===== src/rtl/illx_pkg.sv =====
package illx_pkg;

   typedef enum logic [2:0] {
      ST_IDLE      = 3'd0,
      ST_PUSH_SR   = 3'd1,
      ST_PUSH_PC   = 3'd2,
      ST_FETCH_VEC = 3'd3,
      ST_LOAD_PC   = 3'd4
   } illx_state_e;

   typedef enum logic [1:0] {
      EXC_NONE    = 2'd0,
      EXC_GENERAL = 2'd1,
      EXC_SLOT    = 2'd2
   } illx_kind_e;

   function automatic logic is_fault(input illx_kind_e k);
      return (k != EXC_NONE);
   endfunction

endpackage


===== src/rtl/illx_classify.sv =====
module illx_classify
   import illx_pkg::*;
#(
   parameter int AW             = 32,
   parameter bit SLOT_PCW_FAULT = 1'b1
) (
   input  logic          valid_i,
   input  logic          undef_i,
   input  logic          pc_write_i,
   input  logic          in_slot_i,
   input  logic [AW-1:0] pc_i,
   input  logic [AW-1:0] slot_target_i,
   output illx_kind_e    kind_o,
   output logic [AW-1:0] ret_pc_o
);

   logic slot_bad;

   generate
      if (SLOT_PCW_FAULT) begin : g_slot_pcw
         assign slot_bad = in_slot_i & (undef_i | pc_write_i);
      end else begin : g_slot_undef_only
         logic unused_pcw;
         assign unused_pcw = pc_write_i;
         assign slot_bad   = in_slot_i & undef_i;
      end
   endgenerate

   always_comb begin
      kind_o = EXC_NONE;
      if (valid_i) begin
         if (slot_bad)
            kind_o = EXC_SLOT;
         else if (undef_i && !in_slot_i)
            kind_o = EXC_GENERAL;
      end
   end

   always_comb begin
      ret_pc_o = (kind_o == EXC_SLOT) ? slot_target_i : pc_i;
   end

endmodule


===== src/rtl/illx_ctx.sv =====
module illx_ctx
   import illx_pkg::*;
#(
   parameter int AW          = 32,
   parameter int SRW         = 32,
   parameter int VEC_W       = 8,
   parameter int VEC_GEN     = 4,
   parameter int VEC_SLOT    = 6,
   parameter bit CAPTURE_VBR = 1'b1
) (
   input  logic           clk_i,
   input  logic           rst_ni,
   input  logic           capture_i,
   input  illx_kind_e     kind_i,
   input  logic [AW-1:0]  ret_pc_i,
   input  logic [SRW-1:0] sr_i,
   input  logic [AW-1:0]  sp_i,
   input  logic [AW-1:0]  vbr_i,
   output logic [AW-1:0]  addr_sr_o,
   output logic [AW-1:0]  data_sr_o,
   output logic [AW-1:0]  addr_pc_o,
   output logic [AW-1:0]  data_pc_o,
   output logic [AW-1:0]  vec_addr_o,
   output logic [AW-1:0]  sp_final_o
);

   localparam int WORD_BYTES = AW / 8;
   localparam int VEC_SHIFT  = $clog2(WORD_BYTES);
   localparam logic [AW-1:0] STEP1 = AW'(WORD_BYTES);
   localparam logic [AW-1:0] STEP2 = AW'(2 * WORD_BYTES);

   logic [AW-1:0]    sr_ext;
   logic [AW-1:0]    sr_q;
   logic [AW-1:0]    ret_q;
   logic [AW-1:0]    sp_q;
   logic [VEC_W-1:0] vec_d;
   logic [VEC_W-1:0] vec_q;
   logic [AW-1:0]    vbr_sel;

   generate
      if (SRW < AW) begin : g_sr_pad
         assign sr_ext = {{(AW-SRW){1'b0}}, sr_i};
      end else begin : g_sr_full
         assign sr_ext = sr_i;
      end
   endgenerate

   always_comb begin
      vec_d = VEC_W'(VEC_GEN);
      if (kind_i == EXC_SLOT)
         vec_d = VEC_W'(VEC_SLOT);
   end

   always_ff @(posedge clk_i or negedge rst_ni) begin
      if (!rst_ni) begin
         sr_q  <= '0;
         ret_q <= '0;
         sp_q  <= '0;
         vec_q <= '0;
      end else if (capture_i) begin
         sr_q  <= sr_ext;
         ret_q <= ret_pc_i;
         sp_q  <= sp_i;
         vec_q <= vec_d;
      end
   end

   generate
      if (CAPTURE_VBR) begin : g_vbr_reg
         logic [AW-1:0] vbr_q;
         always_ff @(posedge clk_i or negedge rst_ni) begin
            if (!rst_ni)
               vbr_q <= '0;
            else if (capture_i)
               vbr_q <= vbr_i;
         end
         assign vbr_sel = vbr_q;
      end else begin : g_vbr_live
         assign vbr_sel = vbr_i;
      end
   endgenerate

   assign addr_sr_o  = sp_q - STEP1;
   assign addr_pc_o  = sp_q - STEP2;
   assign sp_final_o = sp_q - STEP2;
   assign data_sr_o  = sr_q;
   assign data_pc_o  = ret_q;
   assign vec_addr_o = vbr_sel + (AW'(vec_q) << VEC_SHIFT);


   ctx_hold_chk: assert property (@(posedge clk_i) disable iff (!rst_ni)
      !capture_i |=> $stable(ret_q) && $stable(sp_q) && $stable(vec_q));


   slot_vec_chk: assert property (@(posedge clk_i) disable iff (!rst_ni)
      (capture_i && kind_i == EXC_SLOT) |=> vec_q == VEC_W'(VEC_SLOT));

endmodule


===== src/rtl/illx_fsm.sv =====
module illx_fsm
   import illx_pkg::*;
#(
   parameter int AW = 32
) (
   input  logic          clk_i,
   input  logic          rst_ni,
   input  logic          detect_i,
   output logic          busy_o,
   output logic          capture_o,
   input  logic [AW-1:0] addr_sr_i,
   input  logic [AW-1:0] data_sr_i,
   input  logic [AW-1:0] addr_pc_i,
   input  logic [AW-1:0] data_pc_i,
   input  logic [AW-1:0] vec_addr_i,
   input  logic [AW-1:0] sp_final_i,
   output logic          mem_wr_en_o,
   output logic [AW-1:0] mem_wr_addr_o,
   output logic [AW-1:0] mem_wr_data_o,
   input  logic          mem_wr_ready_i,
   output logic          mem_rd_en_o,
   output logic [AW-1:0] mem_rd_addr_o,
   input  logic [AW-1:0] mem_rd_data_i,
   input  logic          mem_rd_ready_i,
   output logic          pc_load_o,
   output logic [AW-1:0] pc_new_o,
   output logic          sp_load_o,
   output logic [AW-1:0] sp_new_o
);

   illx_state_e   st_q, st_d;
   logic [AW-1:0] handler_q;

   assign capture_o = (st_q == ST_IDLE) && detect_i;

   always_comb begin
      st_d = st_q;
      unique case (st_q)
         ST_IDLE:      if (detect_i)       st_d = ST_PUSH_SR;
         ST_PUSH_SR:   if (mem_wr_ready_i) st_d = ST_PUSH_PC;
         ST_PUSH_PC:   if (mem_wr_ready_i) st_d = ST_FETCH_VEC;
         ST_FETCH_VEC: if (mem_rd_ready_i) st_d = ST_LOAD_PC;
         ST_LOAD_PC:                       st_d = ST_IDLE;
         default:                          st_d = ST_IDLE;
      endcase
   end

   always_ff @(posedge clk_i or negedge rst_ni) begin
      if (!rst_ni) begin
         st_q      <= ST_IDLE;
         handler_q <= '0;
      end else begin
         st_q <= st_d;
         if (st_q == ST_FETCH_VEC && mem_rd_ready_i)
            handler_q <= mem_rd_data_i;
      end
   end

   always_comb begin
      mem_wr_en_o   = 1'b0;
      mem_wr_addr_o = '0;
      mem_wr_data_o = '0;
      mem_rd_en_o   = 1'b0;
      mem_rd_addr_o = '0;
      pc_load_o     = 1'b0;
      pc_new_o      = '0;
      sp_load_o     = 1'b0;
      sp_new_o      = '0;
      unique case (st_q)
         ST_PUSH_SR: begin
            mem_wr_en_o   = 1'b1;
            mem_wr_addr_o = addr_sr_i;
            mem_wr_data_o = data_sr_i;
         end
         ST_PUSH_PC: begin
            mem_wr_en_o   = 1'b1;
            mem_wr_addr_o = addr_pc_i;
            mem_wr_data_o = data_pc_i;
         end
         ST_FETCH_VEC: begin
            mem_rd_en_o   = 1'b1;
            mem_rd_addr_o = vec_addr_i;
         end
         ST_LOAD_PC: begin
            pc_load_o = 1'b1;
            pc_new_o  = handler_q;
            sp_load_o = 1'b1;
            sp_new_o  = sp_final_i;
         end
         default: ;
      endcase
   end

   assign busy_o = (st_q != ST_IDLE);


   wr_hold_chk: assert property (@(posedge clk_i) disable iff (!rst_ni)
      (mem_wr_en_o && !mem_wr_ready_i) |=>
         mem_wr_en_o && $stable(mem_wr_addr_o) && $stable(mem_wr_data_o));


   rd_hold_chk: assert property (@(posedge clk_i) disable iff (!rst_ni)
      (mem_rd_en_o && !mem_rd_ready_i) |=> mem_rd_en_o && $stable(mem_rd_addr_o));


   one_strobe_chk: assert property (@(posedge clk_i) disable iff (!rst_ni)
      $onehot0({mem_wr_en_o, mem_rd_en_o, pc_load_o}));


   pc_load_pulse_chk: assert property (@(posedge clk_i) disable iff (!rst_ni)
      pc_load_o |=> !pc_load_o);


   sr_before_pc_chk: assert property (@(posedge clk_i) disable iff (!rst_ni)
      (mem_wr_en_o && mem_wr_ready_i && mem_wr_addr_o == addr_sr_i) |=>
         mem_wr_en_o && mem_wr_addr_o == addr_pc_i);


   load_while_busy_chk: assert property (@(posedge clk_i) disable iff (!rst_ni)
      pc_load_o |-> busy_o);

endmodule


===== src/rtl/illx_entry_seq.sv =====
module illx_entry_seq
   import illx_pkg::*;
#(
   parameter int AW             = 32,
   parameter int SRW            = 32,
   parameter int VEC_W          = 8,
   parameter int VEC_GEN        = 4,
   parameter int VEC_SLOT       = 6,
   parameter bit CAPTURE_VBR    = 1'b1,
   parameter bit SLOT_PCW_FAULT = 1'b1
) (
   input  logic           clk_i,
   input  logic           rst_ni,
   input  logic           dec_valid_i,
   input  logic           dec_undef_i,
   input  logic           dec_pc_write_i,
   input  logic           dec_in_slot_i,
   input  logic [AW-1:0]  dec_pc_i,
   input  logic [AW-1:0]  slot_target_i,
   input  logic [SRW-1:0] sr_i,
   input  logic [AW-1:0]  sp_i,
   input  logic [AW-1:0]  vbr_i,
   output logic           busy_o,
   output logic           mem_wr_en_o,
   output logic [AW-1:0]  mem_wr_addr_o,
   output logic [AW-1:0]  mem_wr_data_o,
   input  logic           mem_wr_ready_i,
   output logic           mem_rd_en_o,
   output logic [AW-1:0]  mem_rd_addr_o,
   input  logic [AW-1:0]  mem_rd_data_i,
   input  logic           mem_rd_ready_i,
   output logic           pc_load_o,
   output logic [AW-1:0]  pc_new_o,
   output logic           sp_load_o,
   output logic [AW-1:0]  sp_new_o
);

   generate
      if (AW < 16 || (AW % 8) != 0) begin : g_bad_aw
         $error("illx_entry_seq: AW must be a byte multiple of at least 16");
      end
      if (SRW < 1 || SRW > AW) begin : g_bad_srw
         $error("illx_entry_seq: SRW must lie in 1..AW");
      end
      if (VEC_GEN == VEC_SLOT) begin : g_bad_vec
         $error("illx_entry_seq: the two vector numbers must differ");
      end
      if (VEC_GEN >= (1 << VEC_W) || VEC_SLOT >= (1 << VEC_W)) begin : g_bad_vw
         $error("illx_entry_seq: vector number exceeds VEC_W");
      end
   endgenerate

   illx_kind_e    kind;
   logic [AW-1:0] ret_pc;
   logic          detect;
   logic          capture;
   logic [AW-1:0] addr_sr, data_sr, addr_pc, data_pc, vec_addr, sp_final;

   illx_classify #(
      .AW             (AW),
      .SLOT_PCW_FAULT (SLOT_PCW_FAULT)
   ) u_classify (
      .valid_i       (dec_valid_i),
      .undef_i       (dec_undef_i),
      .pc_write_i    (dec_pc_write_i),
      .in_slot_i     (dec_in_slot_i),
      .pc_i          (dec_pc_i),
      .slot_target_i (slot_target_i),
      .kind_o        (kind),
      .ret_pc_o      (ret_pc)
   );

   assign detect = is_fault(kind);

   illx_ctx #(
      .AW          (AW),
      .SRW         (SRW),
      .VEC_W       (VEC_W),
      .VEC_GEN     (VEC_GEN),
      .VEC_SLOT    (VEC_SLOT),
      .CAPTURE_VBR (CAPTURE_VBR)
   ) u_ctx (
      .clk_i      (clk_i),
      .rst_ni     (rst_ni),
      .capture_i  (capture),
      .kind_i     (kind),
      .ret_pc_i   (ret_pc),
      .sr_i       (sr_i),
      .sp_i       (sp_i),
      .vbr_i      (vbr_i),
      .addr_sr_o  (addr_sr),
      .data_sr_o  (data_sr),
      .addr_pc_o  (addr_pc),
      .data_pc_o  (data_pc),
      .vec_addr_o (vec_addr),
      .sp_final_o (sp_final)
   );

   illx_fsm #(
      .AW (AW)
   ) u_fsm (
      .clk_i          (clk_i),
      .rst_ni         (rst_ni),
      .detect_i       (detect),
      .busy_o         (busy_o),
      .capture_o      (capture),
      .addr_sr_i      (addr_sr),
      .data_sr_i      (data_sr),
      .addr_pc_i      (addr_pc),
      .data_pc_i      (data_pc),
      .vec_addr_i     (vec_addr),
      .sp_final_i     (sp_final),
      .mem_wr_en_o    (mem_wr_en_o),
      .mem_wr_addr_o  (mem_wr_addr_o),
      .mem_wr_data_o  (mem_wr_data_o),
      .mem_wr_ready_i (mem_wr_ready_i),
      .mem_rd_en_o    (mem_rd_en_o),
      .mem_rd_addr_o  (mem_rd_addr_o),
      .mem_rd_data_i  (mem_rd_data_i),
      .mem_rd_ready_i (mem_rd_ready_i),
      .pc_load_o      (pc_load_o),
      .pc_new_o       (pc_new_o),
      .sp_load_o      (sp_load_o),
      .sp_new_o       (sp_new_o)
   );


   idle_stays_chk: assert property (@(posedge clk_i) disable iff (!rst_ni)
      (!busy_o && !detect) |=> !busy_o);


   busy_rise_chk: assert property (@(posedge clk_i) disable iff (!rst_ni)
      (!busy_o && detect) |=> busy_o);


   sp_with_pc_chk: assert property (@(posedge clk_i) disable iff (!rst_ni)
      pc_load_o |-> sp_load_o);

endmodule


===== config.mk =====
export PLATFORM = sky130hd
export DESIGN_NAME = illx_entry_seq
export DESIGN_NICKNAME = d
export VERILOG_FILES = /design/src/rtl/illx_pkg.sv /design/src/rtl/illx_classify.sv /design/src/rtl/illx_ctx.sv /design/src/rtl/illx_fsm.sv /design/src/rtl/illx_entry_seq.sv
export SDC_FILE = /design/constraint.sdc
export NUM_CORES = 1
export LEC_CHECK = 0
export BUFFER_PORTS_ARGS = -buffer_cell sky130_fd_sc_hd__buf_2
export CORE_ASPECT_RATIO = 1.5
export CORE_MARGIN = 10
export CORE_UTILIZATION = 41
export DETAILED_ROUTE_END_ITERATION = 16
export PLACE_DENSITY_LB_ADDON = 0.12
export SKIP_CTS_REPAIR_TIMING = 1
export SYNTH_ARGS = -nofsm -noshare
export SYNTH_HDL_FRONTEND = slang
export SYNTH_HIERARCHICAL = 1
export SYNTH_SLANG_ARGS = --single-unit

===== constraint.sdc =====
create_clock -name clk_i -period 5.2 [get_ports clk_i]
set_input_delay 0.26 -clock clk_i [delete_from_list [all_inputs] [get_ports clk_i]]
set_output_delay 0.26 -clock clk_i [all_outputs]
set_load 0.02 [all_outputs]

==> qor.csv <==
stage,metric,value,unit
placed_design,placed cell area,0.0125,mm²
worst_setup_path,R2R setup slack,2790,ps
job,number of max-cap violations,0,
clock_network,CTS H-Tree Depth,4,
synth,Mean Syn Cell Area,10.4,µm²
finish,fill count,2490,
worst_setup_path,Setup crit end kind,primary output,
clock_network,CTS Sinks,165,
global_routing,largest net degree at the start of global routing,108,
sta,setup TNS,0,ps
floorplanning,num ports,365,
worst_setup_path,Crit Path Max Fanout,48,
worst_setup_path,critical path launch point type,flip-flop,
synth,ys async rst share,100,%
sta,Max-slew headroom,37.5,%
sta,"Hold Vio Cnt, Final",0,
placed_design,dpl ws,2300,ps
sta,hold_ws,47.6,ps
synth,Syn Std Cell Area,0.0108,mm²
synth,Synth top area share,38.1,%
synth,"Seq/Total Area, Yosys",38.1,%
worst_setup_path,CP peak stage delay,900,ps
routing,length of the first detailed-routing pass in iterations,4,
global_routing,number of global-route vias before repair,9025,
worst_setup_path,CP bufs+invs,2,
sta,fin. max-slew vios,0,
sta,Worst Tran Pin Value,938,ps
worst_setup_path,Critical Path RT,4940,ps
clock_network,root buffer cell,clkbuf_16,
routing,Routed Antenna Nets,0,
worst_setup_path,Setup CP Type,flip-flop to primary output,
sta,Fmax achieved,0.308,GHz
synth,YS warnings,6,
floorplanning,die height,219,µm
routing,Avg Vias per Cell,5.14,
finish,Synth-to-Final Area Change,20.3,%
placed_design,IO buf count,364,
power_and_ir_drop,Pwr Density,568,mW/mm²
floorplanning,DIE AREA,0.0335,mm²
clock_network,Num CTS Buffers,17,
worst_setup_path,CP Cell Sequence,nor3b_4 -> buf_4 -> and2_1 -> buf_2,
finish,layout cells sized above 1,45.6,%
synth,synth cell count leaders,"dfrtp_1 (165), mux2_2 (156), nand3b_1 (132), and2_1 (98), a21oi_1 (66)",
global_routing,first-pass GRT wire length,51300,µm
sta,final setup violation count,0,
synth,post-synth top area cell,dfrtp_1,
synth,Yosys cell types,49,
outcome,status,"complete, no violations",
power_and_ir_drop,leakage power,6.12,nW
synth,Synth Net Count,1245,
worst_setup_path,"Slowest-stage cell, CP",dfrtp_2,
power_and_ir_drop,maximum vdd ir drop,0.284,mV
finish,Final Instance Area,0.0131,mm²
placed_design,routability cong.,0.788,
synth,top-count cell post-synth,dfrtp_1,
placed_design,Detail Placement HPWL,24100,µm
floorplanning,Starting Density,41.8,%
sta,RSZ-0062 raised after global routing,false,
sta,"Period Utilization, post-route",62.5,%
worst_hold_path,worst min path class,input port to flip-flop,
floorplanning,core area,0.0259,mm²
power_and_ir_drop,PnR Total Power,7.42,mW
routing,post-DR wirelength/cell,19.8,µm
finish,Final nets,1513,
finish,final core occ,50.3,%
global_routing,total track usage,19.0,%
worst_setup_path,WP data arrival,2990,ps
clock_network,Clock transition at path regs,60,ps
floorplanning,Std-Cell Rows,72,
global_routing,initial antenna violation count,4,
clock_network,worst skew pair latency,410,ps
routing,starting DRC count in detailed routing,399,
finish,Non-Filler Instances,1653,
placed_design,Inst Count DP,1621,
synth,"FF+latch count, synth",165,
clock_network,Clock Path Buffers,2,
synth,Cells after Synth,1040,
synth,ranking of synthesized cells by area,"dfrtp_1 (38%), mux2_2 (16%), nand3b_1 (9.1%)",
sta,minimum clock period,3250,ps
global_routing,gr ovfl total,0,
routing,Routed Wire Length,32700,µm
sta,Layout Skew,5.19,ps
synth,"EDFF count, synth",0,
routing,DRC violations left,0,
worst_setup_path,CP top delay family,simple AND/OR/NAND/NOR gates,
routing,vias,8491,
synth,Most used DFF post-synth,dfrtp_1,
sta,final worst setup slack,1950,ps
clock_network,TritonCTS clock tree,yes,
floorplanning,Chip Width,153,µm
[sequential cells by signal, summed over array words and instances, names as in the netlist]
register and cells:
u_fsm/st_q 3, u_ctx/vec_q 2, u_ctx/sp_q 32, u_ctx/data_pc_o 32, u_ctx/g_vbr_reg.vbr_q 32, u_ctx/data_sr_o 32, u_fsm/handler_q 32
[path summary, 6_finish.rpt]
| path | from | end | depth (start not counted) |
|---|---|---|---|
| min reg2reg | u_fsm/handler_q[5]$_DFFE_PN0P_ | u_fsm/handler_q[5]$_DFFE_PN0P_ | 1 |
| max reg2reg | u_fsm/st_q[0]$_DFFE_PN0P_ | u_ctx/data_pc_o[0]$_DFFE_PN0P_ | 4 |
| max | u_fsm/st_q[2]$_DFFE_PN0P_ | pc_new_o[7] | 4 |
| max in group asynchronous | rst_ni | u_fsm/st_q[1]$_DFFE_PN0P_ | 3 |
| min | mem_rd_data_i[4] | u_fsm/handler_q[4]$_DFFE_PN0P_ | 2 |
| min in group asynchronous | rst_ni | u_ctx/g_vbr_reg.vbr_q[14]$_DFFE_PN0P_ | 2 |
[where the power goes]
group	internal, mW	total [mW]	leakage [nW]	switching, mW
combinational	1.66	3.50	3.89	1.84
sequential	1.94	2.67	1.96	0.734
clock	0.743	1.25	0.270	0.506
[layout by cell type, fill, tap and decap left out, drive strengths merged, types with 2 or more instances in the layout]
cell type  instances
buf              373
mux2             187
dfrtp            165
nand3b           132
and2              98
a21oi             66
xor2              48
xnor2             35
nor2              28
nor3              28
nand2             27
clkbuf            18
inv               17
nand4             17
nor4              15
nand3             13
o21ai              7
and3               5
diode              4
nor2b              4
ha                 4
bufinv             3
nand2b             3
or3                3
or2                3
clkinv             2
clkinvlp           2
nand4b             2
nor3b              2
[metal layers]
layer / up-vias / GRT usage, % / wire, µm / share of wire [%]
li1: 4104 / - / - / -
met1: 4123 / 21.6 / 13300 / 41
met2: 236 / 33.4 / 17000 / 52
met3: 26 / 5.05 / 1810 / 5.5
met4: 2 / 6.98 / 639 / 2.0
met5: - / 0 / 11 / 0.034
[worst register-to-register path, stage by stage (launching register included)]
cell and delay, ps:
dfrtp_4 710, or3_1 510, nor2_4 130, buf_12 430, mux2_2 500
[cell type report]
type	count	area, µm²	area share (%)
diodes	4	10.0	0.0767
flip-flops and latches	165	4140	31.7
well taps	333	417	3.19
inverters	15	56.3	0.431
repair buffers	374	1920	14.7
clock buffers	18	429	3.29
multi-input cells	735	5950	45.6
clock inverters	9	133	1.02
[logic make-up (layout without fill, tap and decap cells)]
kind of cell    Yosys count  in the layout  share of synthesized area (%)
simple gates            383            383                           23.5
mux                     188            188                           20.2
flops                   165            165                           38.1
buf+inv                 140            416                           7.20
xor+xnor                 83             83                           6.70
compound gates           76             76                           3.74
fa+ha+maj                 5              5                          0.646
other cells               0              4                              0
No activity file was read; power rests on OpenSTA's default activity.
